`src/rtl/ape_pkg.sv`:
```
// Shared definitions for the activity power estimator.
// Assumes a two-bit configuration select.
package ape_pkg;
    typedef enum logic [1:0] {
        SEL_A    = 2'd0,
        SEL_B    = 2'd1,
        SEL_C    = 2'd2,
        SEL_MODE = 2'd3
    } cfg_sel_e;
endpackage

```
`src/rtl/ape_cfg.sv`:
```
// Coefficient and mode registers, written one at a time.
// Assumes a write lands at the edge and is used from the next cycle on.
module ape_cfg #(
    parameter int COEF_W = 16
) (
    input  logic              clk,
    input  logic              rst_n,
    input  logic              we,
    input  logic [1:0]        addr,
    input  logic [COEF_W-1:0] wdata,
    output logic [COEF_W-1:0] coef_a,
    output logic [COEF_W-1:0] coef_b,
    output logic [COEF_W-1:0] coef_c,
    output logic              gated
);
    import ape_pkg::*;

    // Load the selected register on a write strobe.
    always_ff @(posedge clk) begin
        if (!rst_n) begin
            coef_a <= '0;
            coef_b <= '0;
            coef_c <= '0;
            gated  <= 1'b0;
        end else if (we) begin
            case (cfg_sel_e'(addr))
                SEL_A:    coef_a <= wdata;
                SEL_B:    coef_b <= wdata;
                SEL_C:    coef_c <= wdata;
                default:  gated  <= wdata[0];
            endcase
        end
    end
endmodule

```
`src/rtl/ape_activity.sv`:
```
// Computes the two activity terms: the bank-enable population count and the
// Hamming distance on the write-data bus. Holds the previous-data word.
// Assumes that in gated mode the bus carries meaning only when rf_we is high.
module ape_activity #(
    parameter int WAYS   = 8,
    parameter int DATA_W = 32,
    localparam int XW    = $clog2(WAYS + 1),
    localparam int YW    = $clog2(DATA_W + 1)
) (
    input  logic              clk,
    input  logic              rst_n,
    input  logic              smp,
    input  logic              gated,
    input  logic [WAYS-1:0]   bank_en,
    input  logic              rf_we,
    input  logic [DATA_W-1:0] rf_wdata,
    output logic [XW-1:0]     x_cnt,
    output logic [YW-1:0]     y_cnt
);
    logic [DATA_W-1:0] prev_q;
    logic [DATA_W-1:0] diff;
    logic              track;

    assign track = !gated || rf_we;
    assign diff  = rf_wdata ^ prev_q;

    // Count the asserted bank enables.
    always_comb begin
        x_cnt = '0;
        for (int i = 0; i < WAYS; i++) x_cnt = x_cnt + XW'(bank_en[i]);
    end

    // Count the toggled data bits, or none while gated and not writing.
    always_comb begin
        y_cnt = '0;
        for (int i = 0; i < DATA_W; i++) y_cnt = y_cnt + YW'(diff[i]);
        if (!track) y_cnt = '0;
    end

    // Remember the last bus value seen in a counted cycle.
    always_ff @(posedge clk) begin
        if (!rst_n)          prev_q <= '0;
        else if (smp && track) prev_q <= rf_wdata;
    end
endmodule

```
`src/rtl/ape_sat_acc.sv`:
```
// Saturating accumulator with a clear that takes priority over an add.
// Assumes an IN_W no wider than W for a meaningful sum.
module ape_sat_acc #(
    parameter int W    = 48,
    parameter int IN_W = 24
) (
    input  logic            clk,
    input  logic            rst_n,
    input  logic            clr,
    input  logic            en,
    input  logic [IN_W-1:0] inc,
    output logic [W-1:0]    q
);
    logic [W:0] sum;

    assign sum = {1'b0, q} + (W+1)'(inc);

    // Add, or pin at all ones when the add carries out.
    always_ff @(posedge clk) begin
        if (!rst_n || clr) q <= '0;
        else if (en)       q <= sum[W] ? '1 : sum[W-1:0];
    end
endmodule

```
`src/rtl/act_power_est.sv`:
```
// Linear per-cycle power estimate from cache bank activity and register-file
// write-bus toggles: est = a*X + b*Y + c, coefficients Q8.8.
// Assumes EST_W holds the worst-case sum (the default does).
module act_power_est #(
    parameter int WAYS   = 8,
    parameter int DATA_W = 32,
    parameter int COEF_W = 16,
    parameter int ACC_W  = 48,
    parameter int CNT_W  = 32,
    parameter int EST_W  = COEF_W + $clog2(WAYS + DATA_W + 2)
) (
    input  logic              clk,
    input  logic              rst_n,
    input  logic              smp_vld,
    input  logic [WAYS-1:0]   bank_en,
    input  logic              rf_we,
    input  logic [DATA_W-1:0] rf_wdata,
    input  logic              cfg_we,
    input  logic [1:0]        cfg_addr,
    input  logic [COEF_W-1:0] cfg_wdata,
    input  logic              clr,
    output logic [EST_W-1:0]  est,
    output logic              est_vld,
    output logic [ACC_W-1:0]  energy,
    output logic [CNT_W-1:0]  cycles
);
    localparam int XW = $clog2(WAYS + 1);
    localparam int YW = $clog2(DATA_W + 1);

    logic [COEF_W-1:0] coef_a, coef_b, coef_c;
    logic              gated;
    logic [XW-1:0]     x_cnt;
    logic [YW-1:0]     y_cnt;
    logic [EST_W-1:0]  est_d;

    ape_cfg #(.COEF_W(COEF_W)) u_cfg (
        .clk(clk), .rst_n(rst_n), .we(cfg_we), .addr(cfg_addr),
        .wdata(cfg_wdata), .coef_a(coef_a), .coef_b(coef_b),
        .coef_c(coef_c), .gated(gated)
    );

    ape_activity #(.WAYS(WAYS), .DATA_W(DATA_W)) u_act (
        .clk(clk), .rst_n(rst_n), .smp(smp_vld), .gated(gated),
        .bank_en(bank_en), .rf_we(rf_we), .rf_wdata(rf_wdata),
        .x_cnt(x_cnt), .y_cnt(y_cnt)
    );

    // Weighted sum of the two activity terms plus the constant.
    always_comb begin
        est_d = EST_W'(coef_a) * EST_W'(x_cnt)
              + EST_W'(coef_b) * EST_W'(y_cnt)
              + EST_W'(coef_c);
    end

    // Register the estimate and flag which cycles carry a new one.
    always_ff @(posedge clk) begin
        if (!rst_n) begin
            est     <= '0;
            est_vld <= 1'b0;
        end else begin
            est_vld <= smp_vld;
            if (smp_vld) est <= est_d;
        end
    end

    ape_sat_acc #(.W(ACC_W), .IN_W(EST_W)) u_energy (
        .clk(clk), .rst_n(rst_n), .clr(clr), .en(smp_vld),
        .inc(est_d), .q(energy)
    );

    ape_sat_acc #(.W(CNT_W), .IN_W(1)) u_cycles (
        .clk(clk), .rst_n(rst_n), .clr(clr), .en(smp_vld),
        .inc(1'b1), .q(cycles)
    );
endmodule

```
`config.mk`:
```
export PLATFORM = sky130hd
export DESIGN_NAME = act_power_est
export DESIGN_NICKNAME = d
export VERILOG_FILES = /design/src/rtl/ape_pkg.sv /design/src/rtl/ape_cfg.sv /design/src/rtl/ape_activity.sv /design/src/rtl/ape_sat_acc.sv /design/src/rtl/act_power_est.sv
export SDC_FILE = /design/constraint.sdc
export NUM_CORES = 1
export LEC_CHECK = 0
export ABC_AREA = 1
export BUFFER_PORTS_ARGS = -buffer_cell sky130_fd_sc_hd__buf_2
export CORE_UTILIZATION = 35
export CTS_CLUSTER_SIZE = 30
export DETAILED_ROUTE_END_ITERATION = 12
export GPL_TIMING_DRIVEN = 1
export SLEW_MARGIN = 20
export SYNTH_ARGS = -nofsm -noshare
export SYNTH_HDL_FRONTEND = slang
export SYNTH_SLANG_ARGS = --single-unit
```
`constraint.sdc`:
```
create_clock -name clk -period 11.85 [get_ports clk]
set_clock_uncertainty 0.1 [all_clocks]
set_input_delay 0.5925 -clock clk [delete_from_list [all_inputs] [get_ports clk]]
set_output_delay 0.5925 -clock clk [all_outputs]
set_load 0.005 [all_outputs]
```
==> results.py <==
metrics = {
    "outcome": {
        "outcome": "complete, but fails checks",
        "violations": "DRC",
    },
    "timing": {
        "setup_viol": 0,
        "fmax_mhz": 88.31,
        "period_minus_slack_ps": 11320,
        "worst_pin_slew_ps": 1110,
        "fin_crit_sh_pct": 95.56,
        "hold_viol": 0,
        "slew_headroom_pct": 25.89,
        "slew_viol_final": 0,
    },
    "critical_path": {
        "slowest_stage": "fa_1",
        "critical-path-top-delay-family": "adder cells",
        "cp_max_fo": 6,
        "endpoint_kind": "register",
        "reg2reg_to": "u_energy.q[25]$_SDFFE_PP0P_",
        "crit_required_ps": 12150,
        "slowest_delay_ps": 590,
        "crit_type": "register to register",
        "crit_top_cell": "fa_1",
        "worstReg2RegStart": "u_act.prev_q[0]$_SDFFE_PN0P_",
        "cp_data_arrival_time_ps": 11630,
        "start_kind": "register",
        "r2r_cells": 47,
        "r2r_setup_slack_ps": 530,
        "path_buf_inv": 11,
    },
    "layout": {
        "drive_gt1_share_pct": 16.76,
        "final_area_sq_um": 19970,
        "instances_no_fill": 3263,
        "area_delta_synth_final_pct": 20.55,
        "final_nets": 2948,
    },
    "logic_synthesis": {
        "avgSynthCellArea_sq_um": 6.986,
        "ys_ff_latch": 184,
        "synth_cell_types": 42,
        "synth_common_cells": "inv_1, nand2_1, nor2_1",
        "synth_area_sq_um": 16560,
        "synth.top_cells.by_area": "dfxtp_1, fa_1, inv_1, nand2_1, nor2_1",
        "ys_async_sr_fraction_pct": 0,
        "netlist.area_leader.share_pct": 22.24,
        "synth_edf_count": 0,
        "synth_warnings": 0,
        "netlist_instances": 2371,
        "synth.most_common_cell": "inv_1",
        "synth_ff_type": "dfxtp_1",
        "seq_area_frac_synth_pct": 22.24,
        "synth_top_area_cell": "dfxtp_1",
        "syn_nets": 2677,
    },
    "floorplan": {
        "dieArea_sq_um": 48200,
        "die_w_um": 219.5,
        "rows": 79,
        "start_util_pct": 35.50,
        "die_h_um": 219.5,
        "core-area_sq_um": 46650,
        "io_pins": 167,
    },
    "routing": {
        "remaining_drc_errors": 12,
        "ant_nets": 0,
        "dr.pass1.iters": 9,
        "avgRoutedWirePerCell_um": 15.98,
        "routed-via-count": 15870,
        "routed_via_density": 4.863,
        "routed_wirelength_um": 52160,
        "drt-initial-drc-count": 1207,
    },
    "clock_tree": {
        "cts-root-buf": "clkbuf_16",
        "htree_levels": 4,
        "insertion_delay_ps": 500,
        "path_clk_slew_ps": 70,
        "clockBufferDepth": 2,
        "cts_tree": "done",
        "cts.sinks": 184,
        "numCtsBuffers": 17,
    },
    "place": {
        "hpwl_um": 41770,
        "numPortBuffers": 166,
        "place_inst": 3228,
        "gp_congestion": 0.9274,
        "place_area_sq_um": 19010,
    },
    "grt": {
        "grt_pass1_vias": 15500,
        "grt_pass1_wl_um": 82430,
        "grt_max_degree": 58,
        "overflow": 0,
        "grt_usage_pct": 22.37,
        "antenna_found_initial": 1,
    },
    "hold_path": {
        "whs_endpoint": "u_act.prev_q[0]$_SDFFE_PN0P_",
        "min-delay-start": "rf_wdata[0]",
        "hold_class": "primary input to register",
        "min_path_cells": 3,
    },
    "run": {
        "max_cap_violations": 0,
    },
}
## cell type report
type | instances | area [sq um]
multi-input combinational | 1641 | 11140
fill | 4852 | 26690
timing repair buffer | 309 | 1957
antenna | 1 | 2.502
tap | 607 | 759.5
clock inverter | 14 | 162.7
clock buffer | 18 | 429.2
sequential | 184 | 3684
inverter | 489 | 1836
## flip-flops by register name (all words and copies together), names as in the netlist
signal,flops
u_energy.q,48
u_act.prev_q,32
u_cycles.q,32
est,22
u_cfg.coef_a,16
u_cfg.coef_b,16
u_cfg.coef_c,16
est_vld,1
u_cfg.gated,1
## how the worst max path moves through the flow
| stage | start | slack, ps | cells after the start | to |
|---|---|---|---|---|
| floorplan | rf_wdata[0] | 480 | 45 | u_energy.q[16]$_SDFFE_PP0P_ |
| global placement | rf_wdata[0] | -140 | 48 | u_energy.q[27]$_SDFFE_PP0P_ |
| detailed placement | rf_wdata[0] | -340 | 49 | u_energy.q[27]$_SDFFE_PP0P_ |
| CTS | u_act.prev_q[0]$_SDFFE_PN0P_ | 10 | 48 | u_energy.q[27]$_SDFFE_PP0P_ |
| global route | u_act.prev_q[0]$_SDFFE_PN0P_ | -20 | 48 | u_energy.q[14]$_SDFFE_PP0P_ |
| finish | u_act.prev_q[0]$_SDFFE_PN0P_ | 530 | 47 | u_energy.q[25]$_SDFFE_PP0P_ |
## cells by family (layout without fill, tap and decap cells)
| group | after synthesis | after routing | share of synthesized area [%] |
|---|---|---|---|
| AND/OR/NAND/NOR | 1042 | 1042 | 26.47 |
| buffers and inverters | 546 | 830 | 12.58 |
| AO/OA/AOI/OAI | 278 | 278 | 8.861 |
| adder cells (fa/ha/maj) | 242 | 242 | 25.67 |
| flip-flops | 184 | 184 | 22.24 |
| XOR/XNOR | 79 | 79 | 4.177 |
| other | 0 | 1 | 0 |
## worst register-to-register path: cells and delay by family (launching register included)
family | cells | cell delay, ps
fa+ha+maj | 16 | 7520
flops | 1 | 320
simple gates | 17 | 1690
buf+inv | 11 | 1040
compound gates | 1 | 170
xor+xnor | 2 | 390
## cells in the final DEF, fill, tap and decap left out, types with 4 or more instances in the layout
master,n
inv_1,479
nand2_1,458
nor2_1,329
dfxtp_1,184
buf_2,166
fa_1,161
buf_4,136
o21ai_0,135
nand3_1,107
a21oi_1,95
ha_1,64
xor2_1,44
nand4_1,38
nor3_1,34
xnor2_1,34
a21oi_2,22
nand2_2,18
nor2_2,18
clkbuf_16,17
nand3b_1,11
ha_4,11
or2_2,7
a31oi_1,7
clkinv_1,6
inv_6,5
o21ai_1,4
o21bai_1,4
nor2_4,4
nand3_2,4
inv_2,4
ha_2,4
clkinv_4,4
buf_6,4
## what timing repair did
action | CTS | global route
gates resized for setup | 0 | 82
endpoints found under the setup margin | 0 | 48
setup buffers | 0 | 1
endpoints found under the hold margin | 0 | 0
hold buffers | 0 | 0
## metrics by stage
stage / util [%] / setup slack (ps) / setup TNS (ps) / hold slack (ps)
final: 42.80 / 526.4 / 0 / 236.4
after floorplan: - / 476.2 / 0 / 330.3
after global routing: 42.79 / -16.31 / -34.47 / 222.5
after global placement: 40.74 / -135.1 / -3244 / 390.0
after CTS: 42.01 / 12.11 / 0 / 193.0
after detailed placement: 40.74 / -338.9 / -13520 / 391.2
## metal layers
layer | vias to the layer above | global-route usage (%) | share of wire [%]
li1 | 7795 | - | -
met1 | 7532 | 29.23 | 44
met2 | 441 | 35.76 | 46
met3 | 101 | 4.500 | 5.5
met4 | 0 | 9.514 | 3.8
met5 | - | 0 | 0
Power is not shown: default switching activity piles up to over one toggle a cycle in this logic, so the estimate is an artifact.
